File: config.mk
export PLATFORM = sky130hd
export DESIGN_NAME = eeprom_boot_loader
export DESIGN_NICKNAME = d
export VERILOG_FILES = /design/src/rtl/eepld_pkg.sv /design/src/rtl/eepld_qtick.sv /design/src/rtl/eepld_regfile.sv /design/src/rtl/eeprom_boot_loader.sv
export SDC_FILE = /design/constraint.sdc
export NUM_CORES = 1
export LEC_CHECK = 0
export BUFFER_PORTS_ARGS = -buffer_cell sky130_fd_sc_hd__buf_2
export CAP_MARGIN = 40
export CORE_MARGIN = 3
export CORE_UTILIZATION = 58
export DETAILED_ROUTE_END_ITERATION = 8
export GPL_ROUTABILITY_DRIVEN = 1
export MAX_ROUTING_LAYER = met4
export PLACE_DENSITY = 0.84
export SYNTH_ARGS = -nofsm -noshare
export SYNTH_HDL_FRONTEND = slang
export SYNTH_SLANG_ARGS = --single-unit
File: constraint.sdc
create_clock -name clk -period 5.59 [get_ports clk]
set_clock_uncertainty 0.05 [all_clocks]
set_input_delay 0.8385 -clock clk [delete_from_list [all_inputs] [get_ports clk]]
set_output_delay 0.8385 -clock clk [all_outputs]
set_load 0.05 [all_outputs]
File: src/rtl/eepld_pkg.sv
package eepld_pkg;

    typedef enum logic [3:0] {
        ST_IDLE,
        ST_START1,
        ST_CTLW,
        ST_ACK1,
        ST_ADDR,
        ST_ACK2,
        ST_START2,
        ST_CTLR,
        ST_ACK3,
        ST_RX,
        ST_MACK,
        ST_STOP,
        ST_DONE
    } ld_state_e;

    localparam logic [7:0] CTRL_WR   = 8'hA0;
    localparam logic [7:0] CTRL_RD   = 8'hA1;
    localparam logic [7:0] START_OFS = 8'h00;

endpackage

File: src/rtl/eepld_qtick.sv
module eepld_qtick #(
    parameter int DIV = 4
) (
    input  logic clk,
    input  logic rst_n,
    input  logic en,
    output logic tick_o
);
    localparam int CW = (DIV > 1) ? $clog2(DIV) : 1;
    localparam logic [CW-1:0] CMAX = CW'(DIV - 1);

    logic [CW-1:0] cnt_d, cnt_q;

    always_comb begin
        tick_o = en && (cnt_q == CMAX);
        if (!en || tick_o) cnt_d = '0;
        else               cnt_d = cnt_q + 1'b1;
    end

    always_ff @(posedge clk) begin
        if (!rst_n) cnt_q <= '0;
        else        cnt_q <= cnt_d;
    end

    generate
        if (DIV > 1) begin : g_chk
            AST_TICK_SPACING: assert property (@(posedge clk) disable iff (!rst_n)
                tick_o |=> !tick_o);
        end
    endgenerate

endmodule

File: src/rtl/eepld_regfile.sv
module eepld_regfile #(
    parameter int         NBYTES      = 16,
    parameter int         IDXW        = 4,
    parameter logic [7:0] DEFAULT_VAL = 8'hFF
) (
    input  logic                  clk,
    input  logic                  rst_n,
    input  logic                  we,
    input  logic [IDXW-1:0]       waddr,
    input  logic [7:0]            wdata,
    output logic [8*NBYTES-1:0]   regs_flat
);
    logic [7:0] mem_d [NBYTES];
    logic [7:0] mem_q [NBYTES];

    always_comb begin
        for (int i = 0; i < NBYTES; i++) begin
            mem_d[i] = (we && waddr == IDXW'(i)) ? wdata : mem_q[i];
        end
    end

    always_ff @(posedge clk) begin
        for (int i = 0; i < NBYTES; i++) begin
            if (!rst_n) mem_q[i] <= DEFAULT_VAL;
            else        mem_q[i] <= mem_d[i];
        end
    end

    generate
        for (genvar g = 0; g < NBYTES; g++) begin : g_out
            assign regs_flat[8*g +: 8] = mem_q[g];
        end
    endgenerate

endmodule

File: src/rtl/eeprom_boot_loader.sv
module eeprom_boot_loader
    import eepld_pkg::*;
#(
    parameter int         NBYTES      = 16,
    parameter int         DIV         = 4,
    parameter logic [7:0] DEFAULT_VAL = 8'hFF
) (
    input  logic                  clk,
    input  logic                  rst_n,
    input  logic                  flash_done,
    input  logic                  sda_i,
    output logic                  scl_o,
    output logic                  sda_oe_o,
    output logic                  retry_req,
    output logic [8*NBYTES-1:0]   cfg_regs
);
    localparam int IDXW = (NBYTES > 1) ? $clog2(NBYTES) : 1;
    localparam logic [IDXW-1:0] LAST_IDX = IDXW'(NBYTES - 1);

    typedef struct packed {
        ld_state_e       st;
        logic [1:0]      ph;
        logic [2:0]      bitn;
        logic [7:0]      sh;
        logic [IDXW-1:0] idx;
        logic            nack;
    } ctl_t;

    ctl_t r_d, r_q;
    logic busy, tick, slot_end, wr_en;

    assign busy     = (r_q.st != ST_IDLE) && (r_q.st != ST_DONE);
    assign slot_end = tick && (r_q.ph == 2'd3);
    assign wr_en    = (r_q.st == ST_RX) && (r_q.bitn == 3'd7) && slot_end;

    eepld_qtick #(.DIV(DIV)) u_tick (
        .clk    (clk),
        .rst_n  (rst_n),
        .en     (busy),
        .tick_o (tick)
    );

    eepld_regfile #(.NBYTES(NBYTES), .IDXW(IDXW), .DEFAULT_VAL(DEFAULT_VAL)) u_regs (
        .clk       (clk),
        .rst_n     (rst_n),
        .we        (wr_en),
        .waddr     (r_q.idx),
        .wdata     (r_q.sh),
        .regs_flat (cfg_regs)
    );

    // Next-state computation for the whole sequencer
    always_comb begin
        r_d = r_q;
        if (r_q.st == ST_IDLE) begin
            if (flash_done) begin
                r_d.st   = ST_START1;
                r_d.ph   = 2'd0;
                r_d.bitn = 3'd0;
                r_d.idx  = '0;
                r_d.nack = 1'b0;
            end
        end else if (busy && tick) begin
            r_d.ph = r_q.ph + 2'd1;
            if (r_q.ph == 2'd1) begin
                if (r_q.st inside {ST_ACK1, ST_ACK2, ST_ACK3}) r_d.nack = sda_i;
                if (r_q.st == ST_RX) r_d.sh = {r_q.sh[6:0], sda_i};
            end
            if (r_q.ph == 2'd3) begin
                case (r_q.st)
                    ST_START1: begin
                        r_d.st = ST_CTLW; r_d.sh = CTRL_WR; r_d.bitn = 3'd0;
                    end
                    ST_CTLW, ST_ADDR, ST_CTLR: begin
                        if (r_q.bitn == 3'd7) begin
                            r_d.bitn = 3'd0;
                            r_d.st   = (r_q.st == ST_CTLW) ? ST_ACK1 :
                                       (r_q.st == ST_ADDR) ? ST_ACK2 : ST_ACK3;
                        end else begin
                            r_d.bitn = r_q.bitn + 3'd1;
                            r_d.sh   = {r_q.sh[6:0], 1'b0};
                        end
                    end
                    ST_ACK1: begin
                        r_d.st = r_q.nack ? ST_STOP : ST_ADDR;
                        r_d.sh = START_OFS;
                    end
                    ST_ACK2:   r_d.st = r_q.nack ? ST_STOP : ST_START2;
                    ST_START2: begin
                        r_d.st = ST_CTLR; r_d.sh = CTRL_RD; r_d.bitn = 3'd0;
                    end
                    ST_ACK3: begin
                        r_d.st = r_q.nack ? ST_STOP : ST_RX; r_d.bitn = 3'd0;
                    end
                    ST_RX: begin
                        if (r_q.bitn == 3'd7) begin
                            r_d.st = ST_MACK; r_d.bitn = 3'd0;
                        end else begin
                            r_d.bitn = r_q.bitn + 3'd1;
                        end
                    end
                    ST_MACK: begin
                        if (r_q.idx == LAST_IDX) begin
                            r_d.st = ST_STOP;
                        end else begin
                            r_d.idx = r_q.idx + 1'b1;
                            r_d.st  = ST_RX;
                        end
                    end
                    ST_STOP: r_d.st = ST_DONE;
                    default: ;
                endcase
            end
        end
    end

    always_ff @(posedge clk) begin
        if (!rst_n) r_q <= '{st: ST_IDLE, default: '0};
        else        r_q <= r_d;
    end

    // Pin levels decoded from slot type and quarter
    always_comb begin
        scl_o    = 1'b1;
        sda_oe_o = 1'b0;
        case (r_q.st)
            ST_START1, ST_START2: begin
                scl_o    = (r_q.ph == 2'd1) || (r_q.ph == 2'd2);
                sda_oe_o = r_q.ph[1];
            end
            ST_STOP: begin
                scl_o    = (r_q.ph != 2'd0);
                sda_oe_o = !r_q.ph[1];
            end
            ST_CTLW, ST_ADDR, ST_CTLR: begin
                scl_o    = (r_q.ph == 2'd1) || (r_q.ph == 2'd2);
                sda_oe_o = !r_q.sh[7];
            end
            ST_ACK1, ST_ACK2, ST_ACK3, ST_RX: begin
                scl_o    = (r_q.ph == 2'd1) || (r_q.ph == 2'd2);
                sda_oe_o = 1'b0;
            end
            ST_MACK: begin
                scl_o    = (r_q.ph == 2'd1) || (r_q.ph == 2'd2);
                sda_oe_o = (r_q.idx != LAST_IDX);
            end
            default: ;
        endcase
    end

    assign retry_req = busy;

    AST_START_ONLY_IN_START: assert property (@(posedge clk) disable iff (!rst_n)
        ($rose(sda_oe_o) && scl_o && $past(scl_o)) |-> (r_q.st inside {ST_START1, ST_START2}));
    AST_STOP_ONLY_IN_STOP: assert property (@(posedge clk) disable iff (!rst_n)
        ($fell(sda_oe_o) && scl_o && $past(scl_o)) |-> (r_q.st == ST_STOP));
    AST_RETRY_RISE: assert property (@(posedge clk) disable iff (!rst_n)
        $rose(retry_req) |-> $past(flash_done));
    AST_RETRY_FALL_IDLE_BUS: assert property (@(posedge clk) disable iff (!rst_n)
        $fell(retry_req) |-> (scl_o && !sda_oe_o));
    AST_WRITE_WHILE_RETRY: assert property (@(posedge clk) disable iff (!rst_n)
        wr_en |-> retry_req);
    AST_ONE_SHOT: assert property (@(posedge clk) disable iff (!rst_n)
        ($past(r_q.st) == ST_DONE) |-> (r_q.st == ST_DONE));

endmodule

=== Word level (Yosys, flattened, before mapping) ===
Memories as Yosys holds them, arrays and structs flattened.
Cells that the tools add are included.

* Bits of input ports: 4
* Memories kept: 1
* Bits in read-only memories: 0
* Bits in latches: 0
* Word-level logic and storage cells: 180
* Flip-flop bits (word level): 24
* Output and inout port bits: 131
* Memory bits (writable): 128

* Multiply operators: 0
* Equal/unequal tests: 37
* Bitwise logic cells: 18
* Order comparisons: 0
* Mux-type cells: 62
* Div/mod/pow operators: 0
* Reduce and logical (&&, ||, !) cells: 51
* Shift-type cells: 0
* $add $sub $neg: 4

{| class="wikitable"
|+ Memory list
! memory !! depth !! width !! rd ports !! clocked after Yosys merged registers in !! write ports !! RTL line !! source
|-
| u_regs.mem_q || 16 || 8 || 16 || 0 || 16 || eepld_regfile.sv:14 || <nowiki>logic [7:0] mem_q [NBYTES];</nowiki>
|}

{| class="wikitable"
|+ Operators by type and width
! kind !! number
|-
| $mux 8 || 35
|-
| $eq 4x4->1 const B || 12
|-
| $mux 4 || 9
|-
| $pmux 4 s9 || 1
|-
| $eq 4x3->1 const B || 8
|-
| $pmux 8 s4 || 1
|-
| $logic_and 1x1->1 || 22
|-
| $mux 22 || 1
|-
| $mux 9 || 2
|-
| $eq 4x2->1 const B || 4
|-
| $or 1x1->1 || 16
|-
| $mux 15 || 1
|-
| $reduce_bool 2->1 || 6
|-
| $mux 5 || 2
|-
| $reduce_bool 10->1 || 1
|-
| $reduce_or 10->1 || 1
|-
| $eq 4x1->1 const B || 2
|-
| $logic_not 4->1 || 2
|-
| $ne 4x4->1 const B || 2
|-
| $reduce_and 4->1 || 2
|-
| $eq 2x2->1 const B || 3
|-
| $pmux 3 s2 || 1
|-
| $reduce_and 6->1 || 1
|-
| $reduce_bool 3->1 || 2
|-
| other kinds (22) || 35
|}

=== Longest topological paths before layout ===
Gate-level depths: netlist of run 1.

* Word-level depth: 8
* Mapped depth: 9
* Gate-level depth less buffers: 7

=== By module ===
Synthesis of run 1 repeated with hierarchy kept, for this count alone.

* Cell total of the unflattened synthesis: 848
* Area, all modules: 6,716.4 um^2

{| class="wikitable"
|+ By module, submodules not included
! module !! seq. area each (um^2) !! cells an instance !! instances !! area an instance (um^2)
|-
| eepld_regfile || 2,562.5 || 617 || 1 || 4,951.0
|-
| eeprom_boot_loader || 440.4 || 225 || 1 || 1,681.6
|-
| eepld_qtick || 40.0 || 6 || 1 || 83.8
|}

=== Worst setup path before layout of run 1 ===
Ideal clock, no wire load.

* Kind: register to output
* Start: register r_q[20] in the netlist's numbering
* End: output port sda_oe_o
* Arrival time: 2.277 ns
* Cell stages (with the launch flop): 8
* Required time: 4.702 ns
* Path buffers: 3
* Slack: 2.424 ns
* Path through: dfxtp_1 buf_6 buf_2 buf_2 nand2_1 o21ai_0 a21oi_1 o21ai_0

* Cells in the longest elaborated chain, start to end: 3
* Elaborated cells on any way between the ends: 10
* Those cells by class: 7 x eq/ne; 1 x mux; 2 x reduce/logical

{| class="wikitable"
|+ RTL lines
! item !! RTL line !! source
|-
| from (decl) || eeprom_boot_loader.sv:29 || <nowiki>ctl_t r_d, r_q;</nowiki>
|-
| from (signal assigned) || eeprom_boot_loader.sv:119 || <nowiki>else r_q <= r_d;</nowiki>
|-
| $eq 4x2->1, or another cell as far along || eeprom_boot_loader.sv:126 || <nowiki>case (r_q.st)</nowiki>
|-
| $reduce_or 3->1 / $reduce_or 2->1 (equally long branches) || eeprom_boot_loader.sv:126 ||
|-
| $pmux 1 s4 (*) || eeprom_boot_loader.sv:126 ||
|-
| to (decl) || eeprom_boot_loader.sv:13 || <nowiki>output logic sda_oe_o,</nowiki>
|}

Every way passes the cells marked *; elsewhere a longest branch is shown, timed or not.

=== Worst setup path in the final report of run 1 ===
* Start: register r_q[18] in the netlist's numbering
* End: output port sda_oe_o

The elaborated chain is that of the path after synthesis.

==> reports/results.ini, run 1 <==
[logic_synthesis]
muxShareOfSynthArea_pct = 20.1
synth_compound_area_share_pct = 9.36
syn_inst = 700
syn-num-nets = 714
syn_avg_cell_area_um2 = 9.53
synth_top_flop_cell = dfxtp_1
synth_enable_flop_cells = 0
synth_top_family_by_area = multiplexers
ys_seq_elements = 152
async_flop_share_pct = 0
synth-simple-area-share_pct = 18.4
synth_area_mm2 = 0.00667
synth_xor_area_share_pct = 0.525
synthAdderAreaFrac_pct = 1.88
synth_cell_type_count = 62
yosysSeqAreaShare_pct = 45.6
yosysWarnings = 0

[clocking]
cts_tree = built
clockBufferDepth = 2
clk_latency_ns = 0.42
numCtsBuffers = 17
post_cts_resized = 0
clock_sink_count = 152
root_buffer = clkbuf_16
postCtsSetupBuffers = 0
clk_pin_slew_ns = 0.06
h-tree-depth = 4
cts-hold-fix-buffers = 0

[worst_setup_path]
r2r_setup_slack_ns = 2.67
cp-end-kind = primary output
cp_data_required_time_ns = 4.70
reg2reg_from = r_q[18]
r2r_end = u_regs.mem_q[1][27]
cpPeakStageDelay_ns = 0.92
crit_start = r_q[18]
worstPathArrival_ns = 2.34
cp-start-kind = flop
crit_chain = and4b_1, a211oi_1, o21ai_0, o21ai_0, buf_2
cpMostUsedCell = o21ai_0
cp-endpoint = sda_oe_o
r2r_cells = 5
worst_path_max_delay_cell = dfxtp_1
worst-setup-path-type = reg -> out
crit_fanout = 29

[route]
drc = 0
via_count = 5610
ant_nets = 0
dr.pass1.iters = 5
wl_per_cell_um = 19.1
first_iter_violations = 387
via_per_inst = 5.85
totalWireLength_um = 18400

[timing]
grt_setup_unrepaired = false
period_share_pct = 57.7
worst_pin_slew_ns = 0.957
drv_slew = 0
fin_crit_ns = 3.23
clock.fmax_mhz = 310
setup_violations = 0
hold_viol = 0
slew_headroom_pct = 36.1
tns_ns = 0

[floorplanning]
die_x_um = 113
ios = 135
die_y_um = 113
num_rows = 38
core_area_mm2 = 0.0110
start_util_pct = 60.5
die-area_mm2 = 0.0128

[flow_run]
maxCapViolCount = 0

[finish]
layout-drive-gt1-share_pct = 23.7
nNetsFinal = 821
antenna_cells = 0
synthToLayoutAreaGrowth_pct = 20.3
seqCellArea_mm2 = 0.00304
multiInputGateArea_mm2 = 0.00335
nFillCells = 830
final_area_mm2 = 0.00803

[global_route]
grt_pass1_wl_um = 29100
grt_overflow = 0
grt_max_degree = 93
grt_pass1_vias = 5494
antenna_found_initial = 0
grt_use_total_pct = 29.5

[placement]
place.port_buffers = 134
gp_congestion = 0.946
placedInstanceArea_mm2 = 0.00743
dp_hpwl_um = 12100

[worst_hold_path]
hold_path_class = reg -> reg

[status]
status = finished clean

[pwr]
cellPowerDensity_mw_per_mm2 = 293
p_leak_nw = 3.06
peakVddDrop_uv = 271

-- power breakdown --
group	switching, mW	internal (mW)
Sequential	0.0117	1.09
Combinational	0.0652	0.0279
Clock	0.449	0.713
Total	0.526	1.83
-- synth_stat cells (all sizes together), types with 3 or more instances --
library cell,instances,area (um2)
nand2,156,586
dfxtp,152,3040
mux2i,134,1340
clkbuf,30,115
nor2,28,128
buf,25,125
o21ai,24,120
a21oi,15,75.1
nor3,13,98.9
ha,10,125
inv,9,33.8
nand3,9,50.1
nand2b,8,50.1
nor2b,7,43.8
a21boi,6,48.8
o211ai,5,37.5
a21o,4,30.0
a22o,4,35.0
a32o,4,40.0
and2,4,25.0
nand4,4,85.1
o21a,4,30.0
nand3b,3,22.5
nor3b,3,22.5
xnor2,3,26.3
-- worst min path at each step --
| stage | to | from | cells past startpoint | slack [ns] |
|---|---|---|---|---|
| after global placement | u_tick.cnt_q[0] | u_tick.cnt_q[0] | 1 | 0.36 |
| after CTS | u_tick.cnt_q[0] | u_tick.cnt_q[0] | 1 | 0.37 |
| after floorplan | u_tick.cnt_q[0] | u_tick.cnt_q[0] | 1 | 0.35 |
| after global routing | u_tick.cnt_q[0] | u_tick.cnt_q[0] | 1 | 0.39 |
| final | u_tick.cnt_q[0] | u_tick.cnt_q[0] | 1 | 0.37 |
| after detailed placement | u_tick.cnt_q[0] | u_tick.cnt_q[0] | 1 | 0.38 |
-- placed cells by master (no fill, tap or decap), types with 6 or more instances in the layout --
| cell | netlist | final |
|---|---|---|
| a21oi_1 | 15 | 15 |
| inv_1 | 9 | 9 |
| dfxtp_1 | 152 | 152 |
| buf_2 | 10 | 133 |
| ha_1 | 10 | 10 |
| nor2_2 | 9 | 9 |
| nand3_1 | 8 | 8 |
| nand2_1 | 156 | 156 |
| nor2_1 | 19 | 19 |
| nand2b_1 | 8 | 8 |
| o21ai_0 | 24 | 24 |
| nor3_1 | 10 | 10 |
| nor2b_1 | 7 | 7 |
| clkbuf_16 | 0 | 17 |
| buf_8 | 0 | 6 |
| mux2i_1 | 134 | 134 |
-- sequential cells by signal, summed over array words and instances (netlist names) --
signal,flops
u_regs.mem_q,128
r_q,22
u_tick.cnt_q,2
-- cells by family (layout without fill, tap and decap cells) --
kind of cell | after synthesis | in the layout
AOI/OAI and AO/OA | 88 | 88
buffers and inverters | 64 | 183
xor gates and xnor gates | 4 | 4
muxes | 134 | 134
DFF | 152 | 152
adders and majority gates | 10 | 10
and+or+nand+nor | 248 | 248
-- critical path: cells and delay by family (launching register included) --
family | cells | cell delay, ns
simple gates | 1 | 0.30
compound gates | 3 | 0.40
flops | 1 | 0.92
buf+inv | 1 | 0.29
-- area by class of cell --
cell class	instances	share of cell area [%]
Multi-Input combinational cell	484	41.8
Sequential cell	152	37.9
Timing Repair Buffer	143	10.3
Clock buffer	20	5.57
Tap cell	140	2.18
Clock inverter	11	1.86
Inverter	9	0.421
-- stage by stage --
stage	total power [mW]	setup WS, ns	hold slack (ns)	cells	utilization [%]
floorplan	1.19	2.42	0.353	700	-
global placement	1.21	2.77	0.361	920	66.1
detailed placement	1.21	2.76	0.376	928	67.4
CTS	2.36	2.35	0.374	959	72.8
global route	2.41	2.15	0.394	959	72.8
finish	2.35	2.36	0.370	959	72.8
-- per-layer routing --
layer | GRT usage, % | share of wire, % | vias to the layer above
met3 | 7.97 | 7.2 | 44
met5 | - | 0 | -
met1 | 36.1 | 42 | 2688
met2 | 46.4 | 48 | 249
li1 | - | - | 2629
met4 | 12.0 | 2.6 | 0
No activity file was read; power rests on OpenSTA's default activity.
==> run 2: changes to the inputs <==
--- a/config.mk
+++ b/config.mk
@@ -8,11 +8,11 @@
 export BUFFER_PORTS_ARGS = -buffer_cell sky130_fd_sc_hd__buf_2
 export CAP_MARGIN = 40
 export CORE_MARGIN = 3
-export CORE_UTILIZATION = 58
+export CORE_UTILIZATION = 55
 export DETAILED_ROUTE_END_ITERATION = 8
 export GPL_ROUTABILITY_DRIVEN = 1
 export MAX_ROUTING_LAYER = met4
-export PLACE_DENSITY = 0.84
+export PLACE_DENSITY = 0.8
 export SYNTH_ARGS = -nofsm -noshare
 export SYNTH_HDL_FRONTEND = slang
 export SYNTH_SLANG_ARGS = --single-unit
==> constraint.sdc (replaced) <==
create_clock -name clk -period 3.3 [get_ports clk]
set_clock_uncertainty 0.05 [all_clocks]
set_input_delay 0.495 -clock clk [delete_from_list [all_inputs] [get_ports clk]]
set_output_delay 0.495 -clock clk [all_outputs]
set_load 0.05 [all_outputs]
==> run 2 against run 1 <==
Compared with the run above:
- register-to-register slack got worse by 2.1 ns
- critical path depth increased by 1
- first-iteration DRC count increased by 6.7%
- clock power increased by 73%
==> reports/results.ini, run 2 (same netlist as run 1, synthesis figures left out) <==
[worst_hold_path]
hold_path_class = in -> reg
min_from = sda_i

[global_route]
antenna_found_initial = 0
grt_overflow = 0
grt_pass1_vias = 5458
grt_max_degree = 93
grt_use_total_pct = 27.9
grt_pass1_wl_um = 28300

[floorplanning]
die_y_um = 116
die_x_um = 116
start_util_pct = 57.4
core_area_mm2 = 0.0116
die-area_mm2 = 0.0135
num_rows = 39
ios = 135

[worst_setup_path]
cp_data_required_time_ns = 3.52
worstPathArrival_ns = 2.99
worst_path_max_delay_cell = nand4b_1
cp-end-kind = flop
reg2reg_from = r_q[16]
cp.buffers_inverters = 0
cp-start-kind = flop
crit_start = r_q[16]
critical-path-top-delay-family = simple AND/OR/NAND/NOR gates
crit_chain = ha_1, and2_1, o2111a_1, nand4b_1, mux2i_1, nand2_1
crit_fanout = 8
worst-setup-path-type = reg -> reg
cpPeakStageDelay_ns = 0.53

[pwr]
clockPowerShare_pct = 50.0
internal_power_mw = 3.14
peakVddDrop_uv = 462
p_total_mw = 4.02
pwr-share-seq_pct = 45.9
swShare_pct = 22.0
p_leak_nw = 3.10
p_comb_share_pct = 4.2
cellPowerDensity_mw_per_mm2 = 500
power_switching_mw = 0.884

[timing]
grt_setup_unrepaired = false
hold_viol = 0
setup_violations = 0
worst_pin_slew_ns = 0.881
clock.fmax_mhz = 361
tns_ns = 0
period_share_pct = 83.9
slew_headroom_pct = 41.3
fin_crit_ns = 2.77
hold_ws_ns = 0.311
drv_slew = 0

[finish]
layout-drive-gt1-share_pct = 24.5
regMostFlops = u_regs.mem_q
top_regs = u_regs.mem_q x128, r_q x22, u_tick.cnt_q x2
synthToLayoutAreaGrowth_pct = 20.6
nNetsFinal = 828
antenna_cells = 0
final_cells = 970
final_common_cell = nand2_1
final_area_mm2 = 0.00805
mostFrequentLayoutCells = nand2_1 (156), dfxtp_1 (152), mux2i_1 (134), buf_2 (133), o21ai_0 (24)
largest_register_ffs = 128

[clocking]
clock_sink_count = 152
clockBufferDepth = 2
cts_tree = built
post_cts_resized = 0
cts-hold-fix-buffers = 0
numCtsBuffers = 17
h-tree-depth = 4
clk_latency_ns = 0.43
postCtsSetupBuffers = 0
root_buffer = clkbuf_16
clk_pin_slew_ns = 0.06

[route]
wl_per_cell_um = 18.4
ant_nets = 0
drc = 0
via_count = 5528
first_iter_violations = 413
totalWireLength_um = 17900
via_per_inst = 5.70
dr.pass1.iters = 7

[placement]
placedInstanceArea_mm2 = 0.00743
dp_hpwl_um = 12100
place.port_buffers = 134
dp.cells = 938
gp_congestion = 0.939

[flow_run]
maxCapViolCount = 0

[status]
status = finished clean

## run 2: cell types whose count changed in the layout (fill, tap and decap cells not counted), sizes merged
cell,delta
buf,+7
clkbuf,+1
clkinvlp,-1
inv,+1
## run 2: worst paths after layout
check	to	slack, ns	cells past startpoint
min	r_q[0]	0.31	3
min reg2reg	u_tick.cnt_q[0]	0.38	1
max reg2reg	u_regs.mem_q[0][56]	0.53	6
max	u_regs.mem_q[0][56]	0.53	6
## run 2: power by group through the flow
stage	clock network [mW]	logic, mW	registers, mW
floorplan	0	0.135	1.88
global placement	0	0.163	1.88
detailed placement	0	0.166	1.88
CTS	2.02	0.168	1.84
global route	2.10	0.184	1.84
finish	2.01	0.169	1.84
## run 2: metal layers
metal	vias to the layer above	share of wire, %	GRT usage [%]
met2	203	48	43.4
met3	44	6.4	7.31
met5	-	0	-
met4	0	3.1	12.3
met1	2647	43	34.2
li1	2634	-	-
## run 2: final cells by class
cell class | count | area (um2)
fillers | 848 | 3570
multi-input cells | 484 | 3350
flip-flops and latches | 152 | 3040
repair buffers | 150 | 823
clock buffers | 21 | 470
well taps | 143 | 179
clock inverters | 11 | 144
inverters | 9 | 33.8
## run 2: metrics by stage
step / util, % / setup slack (ns)
6_report: 69.3 / 0.530
5_1_grt: 69.3 / 0.356
4_1_cts: 69.3 / 0.557
3_5_place_dp: 64.0 / 0.603
3_3_place_gp: 63.5 / 0.691
2_1_floorplan: - / 0.478
## run 2: worst register-to-register path, cell delays in order (launching register included)
cell and delay (ns):
dfxtp_1 0.42, ha_1 0.32, and2_1 0.45, o2111a_1 0.41, nand4b_1 0.53, mux2i_1 0.34
nand2_1 0.08
